## src/rtl/ctx_walker.sv

```systemverilog
module ctx_walker #(
  parameter int MAW      = 48,
  parameter int MODE_BIT = 10
) (
  input  logic        clk,
  input  logic        rst_n,
  input  logic        start,
  input  logic [7:0]  bus,
  input  logic [7:0]  devfn,
  input  logic        scal_en,
  input  logic [63:0] rtaddr,
  input  logic [4:0]  sagaw,
  input  logic        pt_ok,
  output logic        mem_req_valid,
  input  logic        mem_req_ready,
  output logic [63:0] mem_req_addr,
  input  logic        mem_rsp_valid,
  input  logic [63:0] mem_rsp_data,
  input  logic        mem_rsp_err,
  output logic        busy,
  output logic        done,
  output logic        fault,
  output logic [2:0]  status,
  output logic [63:0] ctx_q0,
  output logic [63:0] ctx_q1,
  output logic [63:0] ctx_q2,
  output logic [63:0] ctx_q3
);
  localparam logic [63:0] ABOVE_MAW  = ~((64'd1 << MAW) - 64'd1);
  localparam logic [63:0] ROOT_RSV   = ABOVE_MAW | 64'h0000_0000_0000_0FFE;
  localparam logic [63:0] LEG_Q0_RSV = ABOVE_MAW | 64'h0000_0000_0000_0FF0;
  localparam logic [63:0] LEG_Q1_RSV = 64'hFFFF_FFFF_FF00_00F8;
  localparam logic [63:0] SM_Q0_RSV  = ABOVE_MAW | 64'h0000_0000_0000_0FFC;
  localparam logic [63:0] SM_Q1_RSV  = 64'hFFFF_FFFF_FFF0_0000;

  localparam logic [2:0] ST_OK       = 3'd0;
  localparam logic [2:0] ST_ROOT_NP  = 3'd1;
  localparam logic [2:0] ST_ROOT_ERR = 3'd2;
  localparam logic [2:0] ST_ROOT_RSV = 3'd3;
  localparam logic [2:0] ST_CTX_ERR  = 3'd4;
  localparam logic [2:0] ST_CTX_NP   = 3'd5;
  localparam logic [2:0] ST_CTX_RSV  = 3'd6;
  localparam logic [2:0] ST_CTX_BAD  = 3'd7;

  typedef enum logic [2:0] {
    S_IDLE, S_RREQ, S_RRSP, S_RCHK, S_CREQ, S_CRSP, S_CCHK, S_FIN
  } state_t;

  state_t      state;
  logic [1:0]  beat;
  logic [7:0]  bus_r, devfn_r;
  logic        sm_r, pt_r;
  logic [4:0]  sag_r;
  logic [51:0] rbase_r;
  logic [63:0] rq0, rq1, cq0, cq1, cq2, cq3;
  logic [2:0]  st_r;
  logic        flt_r;

  logic        hi_sel;
  logic [63:0] rhalf, root_addr, ctx_addr;
  logic [7:0]  cidx, sag8;
  logic [2:0]  aw;
  logic [1:0]  last_cbeat;
  logic        root_bad, ctx_bad, lvl_bad, tt_bad;

  assign hi_sel     = sm_r & devfn_r[7];
  assign rhalf      = hi_sel ? rq1 : rq0;
  assign cidx       = hi_sel ? {1'b0, devfn_r[6:0]} : devfn_r;
  assign root_addr  = {rbase_r, 12'h000} + {52'd0, bus_r, 4'h0};
  assign ctx_addr   = {rhalf[63:12], 12'h000} +
                      (sm_r ? {51'd0, cidx, 5'd0} : {52'd0, cidx, 4'd0});
  assign last_cbeat = sm_r ? 2'd3 : 2'd1;

  assign mem_req_valid = (state == S_RREQ) || (state == S_CREQ);
  assign mem_req_addr  = ((state == S_RREQ) ? root_addr : ctx_addr) + {59'd0, beat, 3'd0};

  assign root_bad = sm_r ? (((rq0 | rq1) & ROOT_RSV) != 64'd0)
                         : ((rq1 != 64'd0) || ((rq0 & ROOT_RSV) != 64'd0));
  assign ctx_bad  = sm_r ? (((cq0 & SM_Q0_RSV) != 64'd0) || ((cq1 & SM_Q1_RSV) != 64'd0) ||
                            (cq2 != 64'd0) || (cq3 != 64'd0))
                         : (((cq0 & LEG_Q0_RSV) != 64'd0) || ((cq1 & LEG_Q1_RSV) != 64'd0));
  assign aw       = cq1[2:0];
  assign sag8     = {3'b000, sag_r};
  assign lvl_bad  = (aw > 3'd4) || !sag8[aw];
  assign tt_bad   = (cq0[3:2] == 2'b11) || ((cq0[3:2] == 2'b10) && !pt_r);

  always_ff @(posedge clk) begin
    if (!rst_n) begin
      state   <= S_IDLE;
      beat    <= 2'd0;
      bus_r   <= 8'd0;
      devfn_r <= 8'd0;
      sm_r    <= 1'b0;
      pt_r    <= 1'b0;
      sag_r   <= 5'd0;
      rbase_r <= 52'd0;
      rq0     <= 64'd0;
      rq1     <= 64'd0;
      cq0     <= 64'd0;
      cq1     <= 64'd0;
      cq2     <= 64'd0;
      cq3     <= 64'd0;
      st_r    <= ST_OK;
      flt_r   <= 1'b0;
    end else begin
      case (state)
        S_IDLE: if (start) begin
          bus_r   <= bus;
          devfn_r <= devfn;
          sm_r    <= scal_en & rtaddr[MODE_BIT];
          pt_r    <= pt_ok;
          sag_r   <= sagaw;
          rbase_r <= rtaddr[63:12];
          beat    <= 2'd0;
          state   <= S_RREQ;
        end
        S_RREQ: if (mem_req_ready) state <= S_RRSP;
        S_RRSP: if (mem_rsp_valid) begin
          if (mem_rsp_err) begin
            st_r  <= ST_ROOT_ERR;
            flt_r <= 1'b1;
            state <= S_FIN;
          end else begin
            if (beat[0]) rq1 <= mem_rsp_data;
            else         rq0 <= mem_rsp_data;
            if (beat == 2'd1) state <= S_RCHK;
            else begin
              beat  <= beat + 2'd1;
              state <= S_RREQ;
            end
          end
        end
        S_RCHK: begin
          if (!rhalf[0]) begin
            st_r  <= ST_ROOT_NP;
            flt_r <= 1'b0;
            state <= S_FIN;
          end else if (root_bad) begin
            st_r  <= ST_ROOT_RSV;
            flt_r <= 1'b1;
            state <= S_FIN;
          end else begin
            beat  <= 2'd0;
            cq0   <= 64'd0;
            cq1   <= 64'd0;
            cq2   <= 64'd0;
            cq3   <= 64'd0;
            state <= S_CREQ;
          end
        end
        S_CREQ: if (mem_req_ready) state <= S_CRSP;
        S_CRSP: if (mem_rsp_valid) begin
          if (mem_rsp_err) begin
            st_r  <= ST_CTX_ERR;
            flt_r <= 1'b1;
            state <= S_FIN;
          end else begin
            case (beat)
              2'd0: cq0 <= mem_rsp_data;
              2'd1: cq1 <= mem_rsp_data;
              2'd2: cq2 <= mem_rsp_data;
              default: cq3 <= mem_rsp_data;
            endcase
            if (beat == last_cbeat) state <= S_CCHK;
            else begin
              beat  <= beat + 2'd1;
              state <= S_CREQ;
            end
          end
        end
        S_CCHK: begin
          state <= S_FIN;
          flt_r <= 1'b1;
          if (!cq0[0])                          st_r <= ST_CTX_NP;
          else if (ctx_bad)                     st_r <= ST_CTX_RSV;
          else if (!sm_r && (lvl_bad || tt_bad)) st_r <= ST_CTX_BAD;
          else begin
            st_r  <= ST_OK;
            flt_r <= 1'b0;
          end
        end
        default: state <= S_IDLE;
      endcase
    end
  end

  assign busy   = (state != S_IDLE);
  assign done   = (state == S_FIN);
  assign fault  = flt_r;
  assign status = st_r;
  assign ctx_q0 = cq0;
  assign ctx_q1 = cq1;
  assign ctx_q2 = cq2;
  assign ctx_q3 = cq3;


  req_hold_chk: assert property (@(posedge clk) disable iff (!rst_n)
    mem_req_valid && !mem_req_ready |=> mem_req_valid && $stable(mem_req_addr));


  req_align_chk: assert property (@(posedge clk) disable iff (!rst_n)
    mem_req_valid |-> mem_req_addr[2:0] == 3'd0);


  done_pulse_chk: assert property (@(posedge clk) disable iff (!rst_n)
    done |=> !done);


  upper_words_chk: assert property (@(posedge clk) disable iff (!rst_n)
    done && (status == ST_OK) |-> (ctx_q2 == 64'd0) && (ctx_q3 == 64'd0));


  root_absent_chk: assert property (@(posedge clk) disable iff (!rst_n)
    done && (status == ST_ROOT_NP) |-> !fault);


  status_held_chk: assert property (@(posedge clk) disable iff (!rst_n)
    !done && !$rose(done) && $past(!done) |-> $stable(status));
endmodule

```

## config.mk

```make
export PLATFORM = sky130hd
export DESIGN_NAME = ctx_walker
export DESIGN_NICKNAME = d
export VERILOG_FILES = /design/src/rtl/ctx_walker.sv
export SDC_FILE = /design/constraint.sdc
export NUM_CORES = 1
export LEC_CHECK = 0
export ABC_AREA = 1
export CORE_ASPECT_RATIO = 1.1
export CORE_MARGIN = 2
export CORE_UTILIZATION = 33
export CTS_CLUSTER_SIZE = 30
export DETAILED_ROUTE_END_ITERATION = 8
export DONT_BUFFER_PORTS = 1
export PLACE_DENSITY = 0.53
export REMOVE_ABC_BUFFERS = 1
export SLEW_MARGIN = 20
export SYNTH_ARGS = -nofsm -noshare
export SYNTH_HDL_FRONTEND = slang
export SYNTH_SLANG_ARGS = --single-unit
```

## constraint.sdc

```tcl
create_clock -name clk -period 5.5 [get_ports clk]
set_input_delay 0.275 -clock clk [delete_from_list [all_inputs] [get_ports clk]]
set_output_delay 0.275 -clock clk [all_outputs]
set_load 0.01 [all_outputs]
```

==> impl_metrics.env, run 1 <==
export IMPL_hold_depth=2
export IMPL_seq_area_frac_synth=0.396
export IMPL_hold_viol_final=0
export IMPL_cts_buffer_depth=3
export IMPL_syn_inst=3567
export IMPL_drive_gt1_frac=0.0644
export IMPL_grt_max_degree=324
export IMPL_first_pass_iters=6
export IMPL_p_int_mw=7.33
export IMPL_critPathBufInv=2
export IMPL_final_common_cell="nand2_1"
export IMPL_grt_pass1_vias=23020
export IMPL_crit_slowest_cell="nand3_4"
export IMPL_die_area_sq_um=73900
export IMPL_gr_total_overflow=0
export IMPL_fin_crit_sh=0.860
export IMPL_crit_family="simple AND/OR/NAND/NOR gates"
export IMPL_power_frac_clock=0.291
export IMPL_critPathRequiredTime_ns=5.22
export IMPL_ctsResizeCount=0
export IMPL_ys_seq_elements=468
export IMPL_clock_fmax_ghz=0.211
export IMPL_grt_usage=0.265
export IMPL_num_rows=103
export IMPL_grt_pass1_wl_mm=149
export IMPL_critPathMaxStageDelay_ns=0.52
export IMPL_cts_root_buf="clkbuf_16"
export IMPL_dp_hpwl_mm=74.0
export IMPL_synth_area_sq_um=23700
export IMPL_min_period_ns=4.73
export IMPL_remaining_drc_errors=0
export IMPL_antenna_found_initial=6
export IMPL_avgRoutedWirePerCell_microns=22.2
export IMPL_die_y_microns=285
export IMPL_cp_depth=17
export IMPL_stdcell_area_sq_um=27700
export IMPL_layout_setup_ws_ns=0.771
export IMPL_slew_headroom=0.252
export IMPL_worst_pin_slew_ns=1.11
export IMPL_cpMostUsedCell="nand2_1"
export IMPL_htree_levels=2
export IMPL_cts_made_buffers=54
export IMPL_clk_latency_ns=0.63
export IMPL_critical_path_startpoint_type="flip-flop"
export IMPL_num_vias=24050
export IMPL_end_kind="primary output"
export IMPL_status="complete, no violations"
export IMPL_path_class="reg -> out"
export IMPL_power_leakage_nw=11.2
export IMPL_syn_area_per_cell_sq_um=6.64
export IMPL_cts_tree="yes"
export IMPL_place_area_sq_um=24300
export IMPL_drt_first_iter_violations=1930
export IMPL_crit_path_cell_trace="nand3_4 > o21ai_0 > ha_1 > ha_1 > nand3_1 > inv_2 > nand2_2 > nor2_2 > nand2_1 > nor2_1 > nand2_1 > nor2_2 > nand3_2 > nor2_4 > nand2_1 > xor2_1 > buf_4"
export IMPL_fin_skew_ns=0.0397
export IMPL_crit_arrival_ns=4.45
export IMPL_drtAntennaViolNets=0
export IMPL_io_buffers=0
export IMPL_rsz0062_at_grt="no"
export IMPL_synth_edff_count=0
export IMPL_seq_power_share=0.367
export IMPL_synth_async_sr_flop_share=0
export IMPL_r2r_cells=13
export IMPL_path_clk_slew_ns=0.06
export IMPL_areaGrowthSynthToFinish_pct=17.1
export IMPL_place_congestion=0.939
export IMPL_drv_cap=0
export IMPL_combPwrFrac=0.342
export IMPL_start_util=0.332
export IMPL_switching_share=0.426
export IMPL_drv_slew=0
export IMPL_p_sw_mw=5.44
export IMPL_dpl_worst_slack_ns=1.27
export IMPL_wl_mm=102
export IMPL_core_sq_um=71400
export IMPL_dieWidth_microns=259
export IMPL_ys_warn_count=0
export IMPL_p_per_area_nw_per_um2=460
export IMPL_min_path_type="in -> reg"
export IMPL_ys_flop_type="dfxtp_1"
export IMPL_vias_per_cell=5.23
export IMPL_mostFrequentLayoutCells="nand2_1, nor2_1, dfxtp_1"
export IMPL_cp_max_fo=50
export IMPL_setup_viol=0
export IMPL_ir_worst_vdd_uv=300
export IMPL_synthDistinctLibCells=44
export IMPL_ios=484
export IMPL_final_nets=3777
export IMPL_cts_sinks=468
==> Yosys cell counts, types with 28 or more instances <==
cell type  count  area (sq um)
nand2_1      680          2550
nor2_1       566          2120
dfxtp_1      468          9370
inv_1        368          1380
o21ai_0      357          1790
a21oi_1      306          1530
nand3_1      166           831
clkbuf_1     149           559
nand4_1      126           788
a211oi_1      68           510
nor4_1        48           300
xor2_1        29           254
nor2_2        28           175
==> sequential cells by signal (all words and copies together) (netlist names) <==
signal and flops:
sag_r 5, ctx_q0 64, rq1 64, state 3, beat 2, ctx_q1 64
ctx_q2 64, ctx_q3 64, rq0 64, sm_r 1, bus_r 8, devfn_r 8
rbase_r 52, fault 1, status 3, pt_r 1
==> layout make-up <==
class                           count  area, sq um
Sequential cell                   468         9370
Timing Repair Buffer              189         1880
Inverter                          377         1420
Fill cell                        7805        43700
Antenna cell                        3         7.51
Clock buffer                       73         1560
Multi-Input combinational cell   2522        12100
Clock inverter                     22          238
Tap cell                          945         1180
==> per-stage QoR <==
stage | power, mW | util | instances | setup TNS, ns | hold slack [ns]
after global placement | 8.93 | 0.341 | 4346 | 0 | 0.412
after detailed placement | 8.95 | 0.341 | 4346 | 0 | 0.418
after global routing | 13.5 | 0.388 | 4597 | 0 | 0.0438
after CTS | 12.9 | 0.388 | 4595 | 0 | 0.0128
final | 12.8 | 0.388 | 4599 | 0 | 0.0404
after floorplan | 7.16 | - | 3367 | -550.36 | 0.410
==> power by group through the flow <==
stage / clock network, mW / registers, mW / logic (mW)
after global placement: 0 / 4.75 / 4.18
after global routing: 3.92 / 4.74 / 4.79
after CTS: 3.80 / 4.68 / 4.37
after detailed placement: 0 / 4.75 / 4.20
after floorplan: 0 / 4.53 / 2.63
final: 3.72 / 4.69 / 4.37
==> logic make-up (layout without fill, tap and decap cells) <==
logic type | after synthesis | count (layout) | share of synthesized area
compound gates | 776 | 776 | 0.176
other cells | 1 | 7 | 0.000158
mux | 2 | 2 | 0.000845
fa+ha+maj | 8 | 8 | 0.00423
xor+xnor | 41 | 41 | 0.0152
buf+inv | 580 | 661 | 0.0987
simple gates | 1691 | 1691 | 0.309
flops | 468 | 468 | 0.396
==> worst paths after layout <==
path,endpoint,start,slack (ns)
setup / recovery,mem_req_addr[46],state[0]$_SDFFE_PN0P_,0.77
hold / removal,ctx_q2[11]$_SDFFE_PN0P_,mem_rsp_data[11],0.04
setup reg to reg,ctx_q3[49]$_SDFFE_PN0P_,rq1[49]$_SDFFE_PN0P_,1.68
hold reg to reg,rbase_r[21]$_SDFFE_PN0P_,rbase_r[21]$_SDFFE_PN0P_,0.45
==> per-layer routing <==
| layer | share of wire | GRT usage | routed length (microns) |
|---|---|---|---|
| met1 | 0.41 | 0.328 | 41900 |
| met2 | 0.47 | 0.443 | 47700 |
| met3 | 0.081 | 0.0635 | 8260 |
| met4 | 0.042 | 0.106 | 4270 |
| met5 | 0.00023 | 0 | 24 |
==> repair_timing <==
action / in CTS / in global routing
setup buffers: 0 / 0
hold buffers: 154 / 0
hold endpoints to repair: 365 / 0
No activity file was read; power rests on OpenSTA's default activity.
==> run 2: changes to the inputs <==
- clock period: 5.5 -> 5.7 ns (I/O delays scaled with it)
==> impl_metrics.env, run 2 (synthesis gave the netlist of run 1 again) <==
export IMPL_fin_cells=4590
export IMPL_grt_pass1_wl_mm=148
export IMPL_cts_root_buf="clkbuf_16"
export IMPL_htree_levels=2
export IMPL_layout_setup_ws_ns=1.21
export IMPL_p_total_mw=12.5
export IMPL_cts_sinks=468
export IMPL_setup_viol=0
export IMPL_gr_total_overflow=0
export IMPL_clk_latency_ns=0.64
export IMPL_fin_skew_ns=0.0406
export IMPL_crit_slowest_cell="dfxtp_2"
export IMPL_power_leakage_nw=11.2
export IMPL_num_rows=103
export IMPL_cp_max_fo=20
export IMPL_io_buffers=0
export IMPL_fin_crit_sh=0.787
export IMPL_antenna_found_initial=3
export IMPL_worst_pin_slew_ns=1.31
export IMPL_start_util=0.332
export IMPL_r2r_slack_ns=1.74
export IMPL_place_inst=4345
export IMPL_cts_tree="yes"
export IMPL_cts_buffer_depth=3
export IMPL_slew_headroom=0.114
export IMPL_remaining_drc_errors=0
export IMPL_drv_slew=0
export IMPL_grt_pass1_vias=22606
export IMPL_p_per_area_nw_per_um2=451
export IMPL_final_nets=3763
export IMPL_avgRoutedWirePerCell_microns=22.0
export IMPL_min_path_type="in -> reg"
export IMPL_stdcell_area_sq_um=27700
export IMPL_cpMostUsedCell="nand2_1"
export IMPL_mostFrequentLayoutCells="nand2_1, nor2_1, dfxtp_1"
export IMPL_dieWidth_microns=259
export IMPL_min_period_ns=4.49
export IMPL_cts_made_buffers=53
export IMPL_die_y_microns=285
export IMPL_place_congestion=0.924
export IMPL_critical_path_startpoint_type="flip-flop"
export IMPL_final_common_cell="nand2_1"
export IMPL_critPathMaxStageDelay_ns=0.59
export IMPL_ir_worst_vdd_uv=295
export IMPL_dpl_worst_slack_ns=1.60
export IMPL_ctsResizeCount=0
export IMPL_clock_fmax_ghz=0.223
export IMPL_grt_usage=0.263
export IMPL_die_area_sq_um=73900
export IMPL_ios=484
export IMPL_fill_cells=7746
export IMPL_ctsHoldBuffers=142
export IMPL_areaGrowthSynthToFinish_pct=17.1
export IMPL_core_sq_um=71400
export IMPL_crit_arrival_ns=4.20
export IMPL_vias_per_cell=5.19
export IMPL_hold_viol_final=0
export IMPL_dp_hpwl_mm=73.5
export IMPL_drt_first_iter_violations=1824
export IMPL_first_pass_iters=7
export IMPL_drtAntennaViolNets=0
export IMPL_end_kind="primary output"
export IMPL_drv_cap=0
export IMPL_grt_max_degree=310
export IMPL_status="complete, no violations"
export IMPL_wl_mm=101
export IMPL_rsz0062_at_grt="no"
export IMPL_path_class="reg -> out"
export IMPL_path_clk_slew_ns=0.06
export IMPL_place_area_sq_um=24300
export IMPL_drive_gt1_frac=0.0656
export IMPL_crit_path_cell_trace="nand2_2 > o21ai_0 > ha_1 > nand2_1 > o21ai_1 > nand2_1 > nor2_1 > nand4_1 > nor2_1 > nand2_1 > nor2_1 > nand3_2 > nor2_4 > nand2_1 > xnor2_1"
export IMPL_fin_tns_setup_ns=0
export IMPL_critPathRequiredTime_ns=5.41
export IMPL_post_cts_setup_buffers=0
export IMPL_num_vias=23827
-- run 2: changes by cell type in the layout (fill, tap and decap cells not counted), moves of 2 or more --
cell,previous run,this run
dlygate4sd3_1,153,140
bufinv_16,3,8
clkinv_2,14,10
clkinvlp_4,2,6
clkinv_4,1,3
-- run 2: path summary, 6_finish.rpt --
check,from,to,cells past startpoint
worst max-delay path,sm_r$_SDFFE_PN0P_,mem_req_addr[43],15
worst min-delay path,rtaddr[57],rbase_r[45]$_SDFFE_PN0P_,2
worst max register to register,rq1[9]$_SDFFE_PN0P_,ctx_q1[38]$_SDFFE_PN0P_,11
worst min register to register,rbase_r[31]$_SDFFE_PN0P_,rbase_r[31]$_SDFFE_PN0P_,2
-- run 2: per-stage QoR --
| step | util | hold WS, ns |
|---|---|---|
| after floorplan | - | 0.420 |
| after global placement | 0.340 | 0.421 |
| after detailed placement | 0.340 | 0.429 |
| after CTS | 0.388 | 0.0180 |
| after global routing | 0.388 | 0.0315 |
| final | 0.389 | 0.0393 |
-- run 2: critical path, delay by kind of cell (launching register included) --
kind	cells	cell delay, ns
adder cells (fa/ha/maj)	1	0.20
AND/OR/NAND/NOR	11	1.83
XOR/XNOR	1	0.38
AO/OA/AOI/OAI	2	0.58
flip-flops	1	0.59
-- run 2: power by group --
group,switching [mW],internal (mW),leakage [nW],total (mW)
logic,3.05,1.15,6.45,4.21
clock network,1.54,2.26,0.939,3.79
registers,0.691,3.83,3.80,4.52
total,5.28,7.24,11.2,12.5
-- run 2: area by class of cell --
class / instances / area [sq um] / share of cell area
clock inverters: 29 / 425 / 0.0153
multi-input cells: 2522 / 12100 / 0.435
clock buffers: 70 / 1520 / 0.0549
inverters: 377 / 1420 / 0.0512
well taps: 945 / 1180 / 0.0426
repair buffers: 176 / 1750 / 0.0631
flip-flops and latches: 468 / 9370 / 0.338
diodes: 3 / 7.51 / 0.000271
-- run 2: per-layer routing --
layer	track usage	part of all wire
met1	0.326	0.41
met2	0.434	0.46
met3	0.0653	0.076
met4	0.110	0.045
met5	0	0
